==> config.mk <==
export PLATFORM = sky130hd
export DESIGN_NAME = cluster_pwr_ctrl
export DESIGN_NICKNAME = d
export VERILOG_FILES = /design/src/rtl/cpc_pkg.sv /design/src/rtl/cpc_core_seq.sv /design/src/rtl/cpc_regs.sv /design/src/rtl/cluster_pwr_ctrl.sv
export SDC_FILE = /design/constraint.sdc
export NUM_CORES = 1
export LEC_CHECK = 0
export BUFFER_PORTS_ARGS = -buffer_cell sky130_fd_sc_hd__buf_2
export CORE_MARGIN = 3
export CORE_UTILIZATION = 58
export CTS_BUF_LIST = sky130_fd_sc_hd__clkbuf_8
export DETAILED_ROUTE_END_ITERATION = 7
export GPL_ROUTABILITY_DRIVEN = 0
export PLACE_DENSITY_LB_ADDON = 0.2
export SYNTH_ARGS = -nofsm -noshare
export SYNTH_HDL_FRONTEND = slang
export SYNTH_HIERARCHICAL = 1
export SYNTH_SLANG_ARGS = --single-unit
export TNS_END_PERCENT = 5
==> constraint.sdc <==
create_clock -name clk -period 2.41 [get_ports clk]
set_input_delay 0.1205 -clock clk [delete_from_list [all_inputs] [get_ports clk]]
set_output_delay 0.1205 -clock clk [all_outputs]
set_load 0.05 [all_outputs]
==> src/rtl/cpc_pkg.sv <==
// Shared types and constants of the cluster power sequencer.
package cpc_pkg;

    // Per-core sequencer states
    typedef enum logic [2:0] {
        ST_STBY,
        ST_UP_SETTLE,
        ST_UP_ISO,
        ST_RUN,
        ST_DN_RST,
        ST_DN_ISO
    } seq_state_t;

    // Status field codes seen by software
    localparam logic [1:0] STAT_RUN  = 2'd0;
    localparam logic [1:0] STAT_UP   = 2'd1;
    localparam logic [1:0] STAT_DN   = 2'd2;
    localparam logic [1:0] STAT_STBY = 2'd3;

    // Mode value that arms standby
    localparam logic [1:0] MODE_STBY = 2'd3;

    // Register offsets
    localparam int unsigned OFS_WAKE      = 'h10;
    localparam int unsigned OFS_SETTLE    = 'h20;
    localparam int unsigned OFS_STAT      = 'h40;
    localparam int unsigned OFS_CTRL_BASE = 'h100;
    localparam int unsigned OFS_CTRL_STEP = 'h10;
    localparam int unsigned OFS_DBG       = 'h180;

    // Debug register bit positions
    localparam int unsigned DBG_OTHER_BIT  = 24;
    localparam int unsigned DBG_CORE_BIT0  = 20;
    localparam int unsigned DBG_PERIPH_BIT = 19;

    // Status field stride in bits
    localparam int unsigned STAT_STRIDE = 4;

endpackage

==> src/rtl/cpc_core_seq.sv <==
// Power sequencer for one core.
// Wake-up runs power on, then settle count, then isolation release, then
// reset release. Standby entry on an armed WFI runs reset, then isolation,
// then power off. Assumes wake_req is held until up_done is seen.
module cpc_core_seq
    import cpc_pkg::*;
#(
    parameter int unsigned SETTLE_W = 8,
    parameter bit          BOOT_RUN = 1'b0
) (
    input  logic                clk,
    input  logic                rst_n,
    input  logic                wake_req,
    input  logic                stby_armed,
    input  logic                wfi,
    input  logic [SETTLE_W-1:0] settle,
    output logic                up_done,
    output logic                dn_start,
    output logic                pwr_en,
    output logic                iso,
    output logic                rst_out_n,
    output logic [1:0]          stat
);

    localparam seq_state_t RESET_ST = BOOT_RUN ? ST_RUN : ST_STBY;

    seq_state_t          state_q, state_d;
    logic [SETTLE_W-1:0] cnt_q, cnt_d;

    // Next-state and settle counter logic
    always_comb begin
        state_d = state_q;
        cnt_d   = cnt_q;
        unique case (state_q)
            ST_STBY: begin
                if (wake_req) begin
                    state_d = ST_UP_SETTLE;
                    cnt_d   = settle;
                end
            end
            ST_UP_SETTLE: begin
                if (cnt_q <= SETTLE_W'(1)) state_d = ST_UP_ISO;
                else                       cnt_d   = cnt_q - SETTLE_W'(1);
            end
            ST_UP_ISO: state_d = ST_RUN;
            ST_RUN: begin
                if (wfi && stby_armed) state_d = ST_DN_RST;
            end
            ST_DN_RST: state_d = ST_DN_ISO;
            ST_DN_ISO: state_d = ST_STBY;
            default:   state_d = ST_STBY;
        endcase
    end

    // State and counter registers
    always_ff @(posedge clk) begin
        if (!rst_n) begin
            state_q <= RESET_ST;
            cnt_q   <= '0;
        end else begin
            state_q <= state_d;
            cnt_q   <= cnt_d;
        end
    end

    // Output decode from the registered state
    always_comb begin
        pwr_en    = 1'b0;
        iso       = 1'b1;
        rst_out_n = 1'b0;
        stat      = STAT_STBY;
        unique case (state_q)
            ST_STBY: ;
            ST_UP_SETTLE: begin
                pwr_en = 1'b1;
                stat   = STAT_UP;
            end
            ST_UP_ISO: begin
                pwr_en = 1'b1;
                iso    = 1'b0;
                stat   = STAT_UP;
            end
            ST_RUN: begin
                pwr_en    = 1'b1;
                iso       = 1'b0;
                rst_out_n = 1'b1;
                stat      = STAT_RUN;
            end
            ST_DN_RST: begin
                pwr_en = 1'b1;
                iso    = 1'b0;
                stat   = STAT_DN;
            end
            ST_DN_ISO: begin
                pwr_en = 1'b1;
                stat   = STAT_DN;
            end
            default: ;
        endcase
    end

    // Handshake pulses toward the register block
    assign up_done  = (state_q == ST_UP_ISO);
    assign dn_start = (state_q == ST_RUN) && wfi && stby_armed;

endmodule

==> src/rtl/cpc_regs.sv <==
// Register file of the cluster power sequencer.
// Holds the wake bits, settle count, per-core mode fields and debug enables.
// Read data is combinational in the cycle of the strobe. Assumes
// DW >= STAT_STRIDE*N_CORES and N_CORES <= 4.
module cpc_regs
    import cpc_pkg::*;
#(
    parameter int unsigned N_CORES    = 4,
    parameter int unsigned AW         = 12,
    parameter int unsigned DW         = 32,
    parameter int unsigned SETTLE_W   = 8,
    parameter int unsigned SETTLE_DEF = 8
) (
    input  logic                   clk,
    input  logic                   rst_n,
    input  logic                   bus_sel,
    input  logic                   bus_wr,
    input  logic [AW-1:0]          bus_addr,
    input  logic [DW-1:0]          bus_wdata,
    output logic [DW-1:0]          bus_rdata,
    input  logic [N_CORES-1:0]     up_done,
    input  logic [N_CORES-1:0]     dn_start,
    input  logic [2*N_CORES-1:0]   stat_flat,
    output logic [N_CORES-1:0]     wake_pend,
    output logic [N_CORES-1:0]     stby_arm,
    output logic [SETTLE_W-1:0]    settle
);

    localparam logic [AW-1:0] A_WAKE   = AW'(OFS_WAKE);
    localparam logic [AW-1:0] A_SETTLE = AW'(OFS_SETTLE);
    localparam logic [AW-1:0] A_STAT   = AW'(OFS_STAT);
    localparam logic [AW-1:0] A_DBG    = AW'(OFS_DBG);

    function automatic logic [DW-1:0] dbg_mask_f();
        logic [DW-1:0] m;
        m = '0;
        m[DBG_OTHER_BIT]  = 1'b1;
        m[DBG_PERIPH_BIT] = 1'b1;
        for (int i = 0; i < int'(N_CORES); i++) m[DBG_CORE_BIT0 + i] = 1'b1;
        return m;
    endfunction

    localparam logic [DW-1:0] DBG_MASK = dbg_mask_f();

    logic                     wr_en;
    logic [N_CORES-1:0]       hit_ctrl;
    logic [N_CORES-1:0][1:0]  mode_q;
    logic [SETTLE_W-1:0]      settle_q;
    logic [DW-1:0]            dbg_q;

    assign wr_en = bus_sel && bus_wr;

    // Per-core control offset decode
    for (genvar i = 0; i < N_CORES; i++) begin : g_dec
        assign hit_ctrl[i] = (bus_addr == AW'(OFS_CTRL_BASE + OFS_CTRL_STEP * i));
        assign stby_arm[i] = (mode_q[i] == MODE_STBY);
    end

    // Wake bits: set on write to a non-running core, clear on reset release
    always_ff @(posedge clk) begin
        if (!rst_n) begin
            wake_pend <= '0;
        end else begin
            for (int i = 0; i < int'(N_CORES); i++) begin
                if (up_done[i])
                    wake_pend[i] <= 1'b0;
                else if (wr_en && bus_addr == A_WAKE && bus_wdata[i] &&
                         stat_flat[2*i +: 2] != STAT_RUN)
                    wake_pend[i] <= 1'b1;
            end
        end
    end

    // Mode fields: software write, cleared when standby entry starts
    always_ff @(posedge clk) begin
        if (!rst_n) begin
            mode_q <= '0;
        end else begin
            for (int i = 0; i < int'(N_CORES); i++) begin
                if (dn_start[i])
                    mode_q[i] <= 2'd0;
                else if (wr_en && hit_ctrl[i])
                    mode_q[i] <= bus_wdata[1:0];
            end
        end
    end

    // Settle count and debug enables
    always_ff @(posedge clk) begin
        if (!rst_n) begin
            settle_q <= SETTLE_W'(SETTLE_DEF);
            dbg_q    <= '0;
        end else if (wr_en) begin
            if (bus_addr == A_SETTLE) settle_q <= bus_wdata[SETTLE_W-1:0];
            if (bus_addr == A_DBG)    dbg_q    <= bus_wdata & DBG_MASK;
        end
    end

    assign settle = settle_q;

    // Read data multiplexer
    always_comb begin
        bus_rdata = '0;
        if (bus_sel && !bus_wr) begin
            if (bus_addr == A_WAKE) begin
                bus_rdata[N_CORES-1:0] = wake_pend;
            end else if (bus_addr == A_SETTLE) begin
                bus_rdata[SETTLE_W-1:0] = settle_q;
            end else if (bus_addr == A_STAT) begin
                for (int i = 0; i < int'(N_CORES); i++)
                    bus_rdata[STAT_STRIDE*i +: 2] = stat_flat[2*i +: 2];
            end else if (bus_addr == A_DBG) begin
                bus_rdata = dbg_q;
            end else begin
                for (int i = 0; i < int'(N_CORES); i++)
                    if (hit_ctrl[i]) bus_rdata[1:0] = mode_q[i];
            end
        end
    end

endmodule

==> src/rtl/cluster_pwr_ctrl.sv <==
// Top of the cluster power sequencer: one register block and one sequencer
// per core. Core 0 comes out of reset running, all others in standby.
module cluster_pwr_ctrl
    import cpc_pkg::*;
#(
    parameter int unsigned N_CORES    = 4,
    parameter int unsigned AW         = 12,
    parameter int unsigned DW         = 32,
    parameter int unsigned SETTLE_W   = 8,
    parameter int unsigned SETTLE_DEF = 8
) (
    input  logic               clk,
    input  logic               rst_n,
    input  logic               bus_sel,
    input  logic               bus_wr,
    input  logic [AW-1:0]      bus_addr,
    input  logic [DW-1:0]      bus_wdata,
    output logic [DW-1:0]      bus_rdata,
    input  logic [N_CORES-1:0] core_wfi,
    output logic [N_CORES-1:0] core_pwr_en,
    output logic [N_CORES-1:0] core_iso,
    output logic [N_CORES-1:0] core_rst_n
);

    logic [N_CORES-1:0]   up_done;
    logic [N_CORES-1:0]   dn_start;
    logic [N_CORES-1:0]   wake_pend;
    logic [N_CORES-1:0]   stby_arm;
    logic [2*N_CORES-1:0] stat_flat;
    logic [SETTLE_W-1:0]  settle;

    cpc_regs #(
        .N_CORES    (N_CORES),
        .AW         (AW),
        .DW         (DW),
        .SETTLE_W   (SETTLE_W),
        .SETTLE_DEF (SETTLE_DEF)
    ) u_regs (
        .clk       (clk),
        .rst_n     (rst_n),
        .bus_sel   (bus_sel),
        .bus_wr    (bus_wr),
        .bus_addr  (bus_addr),
        .bus_wdata (bus_wdata),
        .bus_rdata (bus_rdata),
        .up_done   (up_done),
        .dn_start  (dn_start),
        .stat_flat (stat_flat),
        .wake_pend (wake_pend),
        .stby_arm  (stby_arm),
        .settle    (settle)
    );

    // One sequencer per core; core 0 boots running
    for (genvar i = 0; i < N_CORES; i++) begin : g_core
        cpc_core_seq #(
            .SETTLE_W (SETTLE_W),
            .BOOT_RUN (i == 0)
        ) u_seq (
            .clk        (clk),
            .rst_n      (rst_n),
            .wake_req   (wake_pend[i]),
            .stby_armed (stby_arm[i]),
            .wfi        (core_wfi[i]),
            .settle     (settle),
            .up_done    (up_done[i]),
            .dn_start   (dn_start[i]),
            .pwr_en     (core_pwr_en[i]),
            .iso        (core_iso[i]),
            .rst_out_n  (core_rst_n[i]),
            .stat       (stat_flat[2*i +: 2])
        );
    end

endmodule

==> results.sh <==
export IMPL_clkPwrFrac=0.307
export IMPL_fp_dieH_um=97.4
export IMPL_cts_root_buffer_cell="clkbuf_8"
export IMPL_worstHoldPathCells=3
export IMPL_combPwrFrac=0.275
export IMPL_finalMaxSlewViolations=0
export IMPL_tightest_slew_ps=594
export IMPL_grt_pass1_vias=4329
export IMPL_max_cap_viol_count=0
export IMPL_grt_pass1_wl_mm=20.6
export IMPL_worstPathCellList="nor2_1 -> o21a_1 -> nor2_1 -> nand3b_1 -> a21oi_1 -> o2111ai_1 -> a211oi_2 -> clkbuf_4"
export IMPL_core_region_area_mm2=0.00793
export IMPL_dr_first_iter_drc_count=196
export IMPL_cts_tree="built"
export IMPL_postSynth_asyncResetShare=0
export IMPL_status="finished clean"
export IMPL_grt_max_degree=26
export IMPL_synth_ff_type="dfxtp_1"
export IMPL_required_ps=2290
export IMPL_drt_wl_total_mm=12.4
export IMPL_switchingPower_w=0.00106
export IMPL_gr_usage_all_layers=0.257
export IMPL_cts_hold_buffers_added=0
export IMPL_dp_hpwl_mm=9.01
export IMPL_crit_top_cell="nor2_1"
export IMPL_synth_avg_cell_area_um2=8.09
export IMPL_drc=0
export IMPL_drt_pass1_iterations=5
export IMPL_cts_clk_slew_worst_paths_ps=80
export IMPL_clock_path_buffers=2
export IMPL_fin_crit_sh=0.947
export IMPL_port_buffers=63
export IMPL_clock_sinks=70
export IMPL_yosys_area_top_type_share=0.289
export IMPL_yosys_warnings=6
export IMPL_final_core_util=0.683
export IMPL_fp_dieW_um=97.4
export IMPL_grt_overflow=0
export IMPL_critPathSlowestCell="dfxtp_1"
export IMPL_initial_core_util=0.611
export IMPL_p_per_area_mw_per_mm2=557
export IMPL_power_frac_seq=0.419
export IMPL_yosysTopAreaCell="dfxtp_1"
export IMPL_swShare=0.352
export IMPL_rrSetupSlack_ps=250
export IMPL_path_class="reg -> out"
export IMPL_cp_slowest_stage_delay_ps=500
export IMPL_die_area_mm2=0.00949
export IMPL_vdd_drop_max_mv=0.347
export IMPL_setup_worst_path_end_class="output pin"
export IMPL_final_cell_mix="dfxtp_1, buf_2, nor2_1, nand2_1, a21oi_1"
export IMPL_synth_seq_area_share=0.289
export IMPL_fp_row_count=32
export IMPL_period_needed_ps=2280
export IMPL_synth_cell_types=78
export IMPL_clk_latency_ps=350
export IMPL_vias_per_cell=6.09
export IMPL_cts_buffers=9
export IMPL_clock_skew_ps=18.4
export IMPL_num_vias=4677
export IMPL_synth_area_leaders="dfxtp_1, mux2i_1, ha_1, nor2_1, nand2_1"
export IMPL_syn_area_mm2=0.00485
export IMPL_hold_slack_ps=31.4
export IMPL_power_leakage_nw=2.22
export IMPL_r2r_cells=7
export IMPL_n_antenna_cell=0
export IMPL_wire_per_inst_um=16.2
export IMPL_arrival_ps=2160
export IMPL_final_setup_viol_count=0
export IMPL_crit_fanout=9
export IMPL_rsz0062_at_grt="false"
export IMPL_synth_edf_count=0
export IMPL_final_common_cell="dfxtp_1"
export IMPL_drive_gt1_frac=0.200
export IMPL_fin_ws_ps=127
export IMPL_p_int_w=0.00195
export IMPL_hp_class="in -> reg"
export IMPL_areaGrowthSynthToFinish_pct=11.6
export IMPL_detail_route_antenna_nets=0
export IMPL_ys_seq_elements=70
export IMPL_antenna_found_initial=0
export IMPL_cts_max_level=3
export IMPL_slew_headroom=0.602
export IMPL_hold_viol_final=0
export IMPL_max_freq_mhz=438
export IMPL_nFillCells=683
export IMPL_ioPinCount=96
export IMPL_start_kind="flop"
export IMPL_synthCells=599
export IMPL_pre_cts_slack_ps=268
export IMPL_final_nets=730
## area by class of cell
cell class | count | area (um^2) | area share
clock buffers | 10 | 138 | 0.0254
well taps | 102 | 128 | 0.0236
inverters | 21 | 78.8 | 0.0146
clock inverters | 5 | 51.3 | 0.00948
multi-input cells | 480 | 3160 | 0.585
flip-flops and latches | 70 | 1410 | 0.260
repair buffers | 80 | 448 | 0.0828
## repair_timing
| action | CTS | global route |
|---|---|---|
| gates resized for setup | 1 | 5 |
| buffers inserted | 0 | 0 |
| setup endpoints to repair | 1 | 4 |
| pin swaps | 0 | 0 |
| cloned | 0 | 0 |
## power by group through the flow
stage / clock network (W) / registers, W / logic (W)
after floorplan: 0 / 0.00124 / 0.000727
after global placement: 0 / 0.00128 / 0.000799
after detailed placement: 0 / 0.00128 / 0.000817
after CTS: 0.000941 / 0.00126 / 0.000819
after global routing: 0.00100 / 0.00127 / 0.000899
final: 0.000924 / 0.00126 / 0.000828
## Yosys cell counts, drive strengths merged (4+ instances only)
cell type,n
a22oi,4
and3,9
a31oi,7
nor4,13
nand4,5
a21boi,10
or4,6
nor3b,12
o21a,8
o211ai,9
a221oi,5
clkbuf,17
ha,16
and2,25
dfxtp,70
o21ai,26
nand2,50
or3b,4
mux2i,25
or3,14
nor2,52
nand3b,5
a211oi,5
or4b,7
a21oi,37
or2,5
nand3,12
buf,24
nand2b,7
nor3,20
inv,21
nor2b,20
nor4b,5
## flip-flops by register name, summed over array words and instances (netlist names)
| name | cells |
|---|---|
| u_regs/settle | 8 |
| u_regs/dbg_q | 6 |
| g_core.u_seq/state_q | 12 |
| u_regs/mode_q | 8 |
| g_core.u_seq/cnt_q | 32 |
| u_regs/wake_pend | 4 |
## through the flow
stage	TNS (ps)	cells	cell area, um^2	total power [W]
2_1_floorplan	-0.185	612	4900	0.00197
5_1_grt	0	768	5410	0.00317
4_1_cts	0	768	5400	0.00302
6_report	0	768	5410	0.00301
3_5_place_dp	0	753	5210	0.00210
3_3_place_gp	0	753	5210	0.00208
## metal layers
metal	up-vias	part of all wire	global-route usage
li1	2305	-	-
met1	2179	0.45	0.339
met2	173	0.47	0.428
met3	20	0.061	0.0459
met4	0	0.019	0.0809
met5	-	0	0
## final timing paths
kind                                                               from                                    end
worst min-delay path                                      bus_wdata[20]          u_regs/dbg_q[20]$_SDFFE_PN0P_
worst max-delay path            g_core[0].u_seq/state_q[0]$_SDFFE_PN1P_                           bus_rdata[0]
worst max register to register    g_core[1].u_seq/cnt_q[0]$_SDFFE_PN0P_  g_core[1].u_seq/cnt_q[4]$_SDFFE_PN0P_
worst min register to register    g_core[2].u_seq/cnt_q[6]$_SDFFE_PN0P_  g_core[2].u_seq/cnt_q[6]$_SDFFE_PN0P_
## cells by family after synthesis
kind of cell / count (synthesis) / synth area share
mux: 27 / 0.0563
flops: 70 / 0.289
compound gates: 147 / 0.211
fa+ha+maj: 16 / 0.0413
buf+inv: 62 / 0.0707
simple gates: 276 / 0.331
other cells: 1 / 0.000774
## worst max-delay path, delay by kind of cell (launching register included)
family | cells | cell delay (ps)
AOI/OAI and AO/OA | 4 | 680
DFF | 1 | 500
and+or+nand+nor | 3 | 380
buffers and inverters | 1 | 260
Power figures use the tool's default switching activity.
